$ cat src/rtl/link_bist_pkg.sv
package link_bist_pkg;
  typedef enum logic [1:0] {
    SRC_EXT  = 2'd0,
    SRC_DIV2 = 2'd1,
    SRC_DIV4 = 2'd2,
    SRC_DIV8 = 2'd3
  } clk_src_e;

  localparam int unsigned CTL_OVR_BIT = 0;
  localparam int unsigned CTL_EN_BIT  = 1;
  localparam int unsigned CTL_SRC_LSB = 2;
endpackage

$ cat src/rtl/lb_cfg_regs.sv
module lb_cfg_regs #(
  parameter int unsigned ADDR_W = 8,
  parameter int unsigned DATA_W = 8,
  parameter int unsigned CNT_W  = 8,
  parameter logic [ADDR_W-1:0] CTRL_ADDR = 'h24,
  parameter logic [ADDR_W-1:0] STAT_ADDR = 'h25
) (
  input  logic              clk_i,
  input  logic              rst_ni,
  input  logic              we_i,
  input  logic [ADDR_W-1:0] addr_i,
  input  logic [DATA_W-1:0] wdata_i,
  input  logic              pin_en_i,
  input  logic [1:0]        pin_src_i,
  input  logic [CNT_W-1:0]  cnt_i,
  output logic [DATA_W-1:0] rdata_o,
  output logic              en_o,
  output logic [1:0]        src_o
);
  import link_bist_pkg::*;

  logic [DATA_W-1:0] ctrl_q;

  always_ff @(posedge clk_i or negedge rst_ni) begin
    if (!rst_ni)                         ctrl_q <= '0;
    else if (we_i && addr_i == CTRL_ADDR) ctrl_q <= wdata_i;
  end

  always_comb begin
    if (ctrl_q[CTL_OVR_BIT]) begin
      en_o  = ctrl_q[CTL_EN_BIT];
      src_o = ctrl_q[CTL_SRC_LSB +: 2];
    end else begin
      en_o  = pin_en_i;
      src_o = pin_src_i;
    end
  end

  always_comb begin
    if (addr_i == CTRL_ADDR)      rdata_o = ctrl_q;
    else if (addr_i == STAT_ADDR) rdata_o = DATA_W'(cnt_i);
    else                          rdata_o = '0;
  end
endmodule

$ cat src/rtl/lb_tick_gen.sv
module lb_tick_gen (
  input  logic       clk_i,
  input  logic       rst_ni,
  input  logic [1:0] src_i,
  output logic       tick_o
);
  import link_bist_pkg::*;

  localparam int unsigned DIV_W = 3;  // deepest ratio is 8

  logic [DIV_W-1:0] div_q;

  always_ff @(posedge clk_i or negedge rst_ni) begin
    if (!rst_ni) div_q <= '0;
    else         div_q <= div_q + 1'b1;
  end

  always_comb begin
    unique case (clk_src_e'(src_i))
      SRC_EXT:  tick_o = 1'b1;
      SRC_DIV2: tick_o = div_q[0];
      SRC_DIV4: tick_o = &div_q[1:0];
      SRC_DIV8: tick_o = &div_q;
      default:  tick_o = 1'b1;
    endcase
  end
endmodule

$ cat src/rtl/lb_err_track.sv
module lb_err_track #(
  parameter int unsigned CNT_W = 8
) (
  input  logic             clk_i,
  input  logic             rst_ni,
  input  logic             en_i,
  input  logic             lock_i,
  input  logic             vld_i,
  input  logic             err_i,
  output logic             run_o,
  output logic             start_o,
  output logic             hit_q_o,
  output logic [CNT_W-1:0] cnt_o,
  output logic             held_o,
  output logic             result_o
);
  localparam logic [CNT_W-1:0] CNT_MAX = '1;

  logic             run_q, hit_q, held_q, result_q;
  logic [CNT_W-1:0] cnt_q, cnt_d;
  logic             start, stop, hit;

  assign start = en_i & ~run_q;
  assign stop  = ~en_i & run_q;
  assign hit   = run_q & vld_i & err_i;

  always_comb begin
    cnt_d = cnt_q;
    if (start)                       cnt_d = '0;
    else if (hit && cnt_q != CNT_MAX) cnt_d = cnt_q + 1'b1;
  end

  always_ff @(posedge clk_i or negedge rst_ni) begin
    if (!rst_ni) begin
      run_q    <= 1'b0;
      hit_q    <= 1'b0;
      cnt_q    <= '0;
      held_q   <= 1'b0;
      result_q <= 1'b1;
    end else begin
      run_q <= en_i;
      hit_q <= hit;
      cnt_q <= cnt_d;
      if (start) begin
        held_q <= 1'b0;
      end else if (stop) begin
        held_q   <= 1'b1;
        result_q <= (cnt_d == '0);
      end else if (!run_q && !lock_i) begin
        held_q <= 1'b0;
      end
    end
  end

  assign run_o    = run_q;
  assign start_o  = start;
  assign hit_q_o  = hit_q;
  assign cnt_o    = cnt_q;
  assign held_o   = held_q;
  assign result_o = result_q;
endmodule

$ cat src/rtl/lb_pass_drv.sv
module lb_pass_drv (
  input  logic clk_i,
  input  logic rst_ni,
  input  logic run_i,
  input  logic held_i,
  input  logic result_i,
  input  logic hit_q_i,
  output logic pass_o
);
  logic neg_q;
  logic level;

  // qualifier moves on the falling edge so the gate opens for the low phase only
  always_ff @(negedge clk_i or negedge rst_ni) begin
    if (!rst_ni) neg_q <= 1'b0;
    else         neg_q <= hit_q_i;
  end

  assign level  = run_i ? 1'b1 : (held_i ? result_i : 1'b1);
  assign pass_o = level & ~(neg_q & ~clk_i);
endmodule

$ cat src/rtl/link_bist_ctrl.sv
module link_bist_ctrl #(
  parameter int unsigned ADDR_W = 8,
  parameter int unsigned DATA_W = 8,
  parameter int unsigned CNT_W  = 8,
  parameter logic [ADDR_W-1:0] CTRL_ADDR = 'h24,
  parameter logic [ADDR_W-1:0] STAT_ADDR = 'h25
) (
  input  logic              clk_i,
  input  logic              rst_ni,
  input  logic              bist_en_i,
  input  logic [1:0]        src_sel_i,
  input  logic              reg_we_i,
  input  logic [ADDR_W-1:0] reg_addr_i,
  input  logic [DATA_W-1:0] reg_wdata_i,
  output logic [DATA_W-1:0] reg_rdata_o,
  input  logic              frame_vld_i,
  input  logic              frame_err_i,
  input  logic              lock_i,
  output logic              pass_o,
  output logic [1:0]        clk_src_o,
  output logic              test_tick_o
);
  logic             en_w;
  logic [1:0]       src_w;
  logic             run_w, start_w, hit_q_w, held_w, result_w;
  logic [CNT_W-1:0] cnt_w;

  lb_cfg_regs #(
    .ADDR_W(ADDR_W), .DATA_W(DATA_W), .CNT_W(CNT_W),
    .CTRL_ADDR(CTRL_ADDR), .STAT_ADDR(STAT_ADDR)
  ) u_regs (
    .clk_i    (clk_i),
    .rst_ni   (rst_ni),
    .we_i     (reg_we_i),
    .addr_i   (reg_addr_i),
    .wdata_i  (reg_wdata_i),
    .pin_en_i (bist_en_i),
    .pin_src_i(src_sel_i),
    .cnt_i    (cnt_w),
    .rdata_o  (reg_rdata_o),
    .en_o     (en_w),
    .src_o    (src_w)
  );

  lb_tick_gen u_tick (
    .clk_i (clk_i),
    .rst_ni(rst_ni),
    .src_i (src_w),
    .tick_o(test_tick_o)
  );

  lb_err_track #(.CNT_W(CNT_W)) u_track (
    .clk_i   (clk_i),
    .rst_ni  (rst_ni),
    .en_i    (en_w),
    .lock_i  (lock_i),
    .vld_i   (frame_vld_i),
    .err_i   (frame_err_i),
    .run_o   (run_w),
    .start_o (start_w),
    .hit_q_o (hit_q_w),
    .cnt_o   (cnt_w),
    .held_o  (held_w),
    .result_o(result_w)
  );

  lb_pass_drv u_pass (
    .clk_i   (clk_i),
    .rst_ni  (rst_ni),
    .run_i   (run_w),
    .held_i  (held_w),
    .result_i(result_w),
    .hit_q_i (hit_q_w),
    .pass_o  (pass_o)
  );

  assign clk_src_o = src_w;
endmodule

$ cat config.mk
export PLATFORM = sky130hd
export DESIGN_NAME = link_bist_ctrl
export DESIGN_NICKNAME = d
export VERILOG_FILES = /design/src/rtl/link_bist_pkg.sv /design/src/rtl/lb_cfg_regs.sv /design/src/rtl/lb_tick_gen.sv /design/src/rtl/lb_err_track.sv /design/src/rtl/lb_pass_drv.sv /design/src/rtl/link_bist_ctrl.sv
export SDC_FILE = /design/constraint.sdc
export NUM_CORES = 1
export LEC_CHECK = 0
export ABC_AREA = 1
export BUFFER_PORTS_ARGS = -buffer_cell sky130_fd_sc_hd__buf_2
export CORE_MARGIN = 2
export CORE_UTILIZATION = 55
export CTS_BUF_LIST = sky130_fd_sc_hd__clkbuf_16
export CTS_CLUSTER_DIAMETER = 200
export DETAILED_ROUTE_END_ITERATION = 16
export MAX_ROUTING_LAYER = met4
export PLACE_DENSITY = 0.82
export SYNTH_ARGS = -nofsm -noshare
export SYNTH_HDL_FRONTEND = slang
export SYNTH_HIERARCHICAL = 1
export SYNTH_SLANG_ARGS = --single-unit
$ cat constraint.sdc
create_clock -name clk_i -period 2.4 [get_ports clk_i]
set_clock_uncertainty 0.2 [all_clocks]
set_input_delay 0.12 -clock clk_i [delete_from_list [all_inputs] [get_ports clk_i]]
set_output_delay 0.12 -clock clk_i [all_outputs]
set_load 0.02 [all_outputs]
Word level (Yosys, flattened, before mapping)
Index checks and enable logic that the tools add are counted.
{"block": "totals", "ff_bits": 24, "wordCells": 50, "out_inout_bits": 12, "in_bits": 25}
{"block": "op_classes", "n_reduce_logical": 11, "bitwise_logic": 11, "eq_ne": 6, "add_sub_neg": 2, "n_mux": 12}
{"cell": "8-bit 2-to-1 mux", "count": 4}
{"cell": "8-bit by 6-bit equality test with 1-bit output (second input constant)", "count": 2}
{"cell": "8-bit by 1-bit adder with 8-bit output (second input constant)", "count": 1}
{"cell": "8-bit zero test", "count": 1}
{"cell": "8-bit inequality test (second input constant)", "count": 1}
{"cell": "1-bit AND", "count": 6}
{"cell": "1-bit 2-to-1 mux", "count": 6}
{"cell": "1-bit NOT", "count": 5}
{"cell": "2-bit equality test (second input constant)", "count": 2}
{"cell": "1-bit one-hot mux with 4 select lines", "count": 1}
{"cell": "2-bit AND reduction", "count": 2}
{"cell": "3-bit by 1-bit adder with 3-bit output (second input constant)", "count": 1}
{"cell": "1-bit logical AND", "count": 3}
{"cell": "3-bit AND reduction", "count": 1}
{"cell": "3-bit nonzero test", "count": 1}
{"cell": "2-bit by 1-bit equality test with 1-bit output (second input constant)", "count": 1}
{"cell": "1-bit zero test", "count": 2}
{"cell": "2-bit zero test", "count": 1}
{"cell": "2-bit 2-to-1 mux", "count": 1}

Logic depth before layout (Yosys ltp)
{"block": "depth", "depth_word": 6, "ltp_mapped": 11, "ltp_nobuf": 11}

Hierarchy
Netlist, hierarchy kept.
{"module": "lb_err_track", "area_each_um2": 740.7, "n_inst": 1, "cells_per_inst": 96, "seq_area_each_um2": 301.5}
{"module": "lb_cfg_regs", "area_each_um2": 606.8, "n_inst": 1, "cells_per_inst": 92, "seq_area_each_um2": 200.2}
{"module": "lb_tick_gen", "area_each_um2": 133.9, "n_inst": 1, "cells_per_inst": 13, "seq_area_each_um2": 75.1}
{"module": "lb_pass_drv", "area_each_um2": 57.6, "n_inst": 1, "cells_per_inst": 8, "seq_area_each_um2": 25.0}

==> results.md <==
* Synth Area per Inst at 7.36 µm²
* VDD IR-drop max at between 0.0004 and 0.0005 V
* Slew Viols, Final at 0
* Final HPWL DP at about 2.4 mm
* Die height at ~57 µm
* Clock Tree Buf Depth at 2
* Final worst setup slack at -0.0582 ns
* Top cell type's share of synthesized area at between 30% and 40%
* Post-Route WL at about 3.6 mm
* Synth area leaders: dfrtp_1, nand2_1, inv_1
* First-pass GRT wire length at 5.93 mm
* Syn-to-layout area delta at 27.0%
* Final setup TNS at -0.0582 ns
* Post-synthesis sequential area ratio at about two fifths
* Worst-path fanout max at 1
* Post-synthesis cell count at 209
* Worst setup SP type: register
* CTS HTree Levels at 1
* Adder-cell share of the synthesized area at between 2 and 2.5%
* Largest family of logic cells by synthesized area: simple AND/OR/NAND/NOR gates
* Initial Util at a little under three fifths
* R2R Path Start: u_track/hit_q_o
* Failing checks: setup timing
* FFs w/ async S/R, synth at 100%
* CP Class: register to primary output
* CP arrival at 2.14 ns
* Crit path to: pass_o
* Commonest non-fill, non-tap cell in the layout: nand2_1
* Critical Path Source: u_pass/neg_q
* # IOs at 37
* Total core area at ~0.0027 mm²
* Net count after synthesis at 237
* Worst skew pair latency at between 0.2 and 0.3 ns
* Grt ovf at 0
* Warnings, synthesis at 6
* Global-route usage over all layers at between 20% and 30%
* Unique masters post-synth at 25
* Vias in the first global route at ~1400
* GPL Wtd Cong at a little under 0.9
* CP endpoint kind: primary output
* Via/cell ratio at about 5.3
* Row count at 19
* Largest net degree at the start of global routing at 24
* Placed Area at about 0.0017 mm²
* CTS tree: done
* DRC at 0
* Leak pwr at 1.08 nW
* Commonest non-fill, non-tap cells in the layout: nand2_1, buf_2, inv_1, dfrtp_1, nor2_1
* IO Port Bufs at 36
* XOR/XNOR share of the synthesized area at 0%
* Synthesized area at ~0.0015 mm²
* Synthesized-area fraction occupied by and/or/nand/nor cells at 44.1%
* Slew headroom at around 65%
* R2r endpoint: u_pass/neg_q
* Fin area at 0.00195 mm²
* RSZ-0062 raised after global routing: true
* # nets final at about 290
* Ant diodes at 0
* Pwr dens at between 400 and 500 mW/mm²
* Slew at the pin closest to its max-slew limit at between 0.5 and 0.6 ns
* DRT Pass-1 Iters at 4
* Die area at between 0.003 and 0.004 mm²
* Clock transition at path regs at roughly 0.070 ns
* Top FF cell, synth: dfrtp_1
* Kind of cell adding the most delay to the critical path: flip-flops
* Max Cap Viol at 0
* Synth Area in Compound Gates at 2.11%
* Initial antenna violation count at 0
* Die X at roughly 57 µm
* Post-synth EDFFs at 0
* CTS Buf Count at 3
* Proportion of synthesized area in mux cells at between 2 and 2.5%
* Post-synth top area cell: dfrtp_1
* Layout cells sized above 1 at roughly 30%
* Root buf cell: clkbuf_16
* Most Frequent Cell on Critical Path: nand2_1
* Reg2Reg Depth at 0
* Crit path cell chain: nand2_1 -> nand2_1 -> inv_1 -> buf_6
* Final Hold Viols at 0
* Post-DRT Antenna Nets at 0
* HP Class: primary input to register
* Status: finished, violations left
* # fillers at ~210
* Wire length per cell at 12.5 µm
* First-iteration detailed-routing DRC count at slightly below 50
* Worst path depth at 4
* Max stage delay on crit path at between 0.3 and 0.4 ns
* R2r setup slk at between 0.5 and 0.6 ns
* Critical path's slowest cell: dfrtn_1
* Data required, critical path at 2.08 ns
* Vias at approximately 1500
* Flops & latches, synth at 24
* Worst slack at placement at roughly 0.25 ns
* Final setup viols at 2
* CP bufs+invs at 2
* # Post-CTS Setup Buffers at 0
-- cells in the mapped netlist, drive strengths merged, types with 2 or more instances --
library cell and instances:
dfrtp 22, nand2 71, nor2 29, nand3 22, buf 2, inv 32, nand4 12, mux2 3
ha 3, a21oi 5, clkinv 3
-- metrics by stage --
step / power, mW / instances / hold slack [ns] / utilization (%)
finish: 0.973 / 290 / 0.0163 / 72.1
global route: 1.01 / 290 / 0.0286 / 72.1
CTS: 0.980 / 290 / 0.00145 / 72.1
detailed placement: 0.580 / 274 / -0.0558 / 64.5
global placement: 0.576 / 274 / -0.0581 / 64.5
floorplan: 0.531 / 209 / -0.376 / -
-- worst min-delay path by stage --
| stage | start | end | slack (ns) | cells past startpoint |
|---|---|---|---|---|
| 2_1_floorplan | rst_ni | u_regs/ctrl_q[0] | -0.38 | 0 |
| 3_3_place_gp | rst_ni | u_tick/div_q[1] | -0.06 | 2 |
| 3_5_place_dp | rst_ni | u_regs/ctrl_q[1] | -0.06 | 2 |
| 4_1_cts | reg_we_i | u_regs/ctrl_q[2] | 0.001 | 3 |
| 5_1_grt | reg_we_i | u_regs/ctrl_q[3] | 0.03 | 3 |
| 6_report | reg_we_i | u_regs/ctrl_q[4] | 0.02 | 3 |
-- metal layers --
metal / track usage, % / up-vias / share of wire [%]
met5: - / - / 0
met1: 28.6 / 708 / 42
met4: 7.97 / 0 / 0.86
met2: 40.9 / 53 / 51
li1: - / 756 / -
met3: 3.46 / 6 / 6.6
-- sequential cells by signal, summed over array words and instances (netlist names) --
name / cells
u_pass/neg_q: 1
u_tick/div_q: 3
u_track/run_o: 1
u_regs/ctrl_q: 8
u_track/result_o: 1
u_track/hit_q_o: 1
u_track/cnt_o: 8
u_track/held_o: 1
-- where the power goes --
group          internal [mW]  switching, mW  leakage, nW
Combinational         0.0570         0.0721        0.701
Clock                  0.237          0.164       0.0619
Sequential             0.425         0.0173        0.320
-- layout make-up --
class | count | area, µm² | area share (%)
multi-input combinational | 147 | 782 | 40.0
sequential | 24 | 602 | 30.8
timing repair buffer | 48 | 303 | 15.5
inverter | 33 | 129 | 6.59
clock buffer | 4 | 86.3 | 4.42
tap | 31 | 38.8 | 1.98
clock inverter | 3 | 13.8 | 0.704
-- timing repair --
| item | in CTS | in global routing |
|---|---|---|
| hold buffers | 12 | 0 |
| pin swaps | 2 | 0 |
| gates resized for setup | 2 | 0 |
| setup endpoints to repair | 2 | 2 |
| endpoints found under the hold margin | 33 | 0 |
-- cells by family (layout without fill, tap and decap cells) --
family	count (synthesis)	in the layout
AND/OR/NAND/NOR	135	135
buffers and inverters	38	88
flip-flops	24	24
AO/OA/AOI/OAI	6	6
adder cells (fa/ha/maj)	3	3
multiplexers	3	3
(Power assumes the default switching activity.)
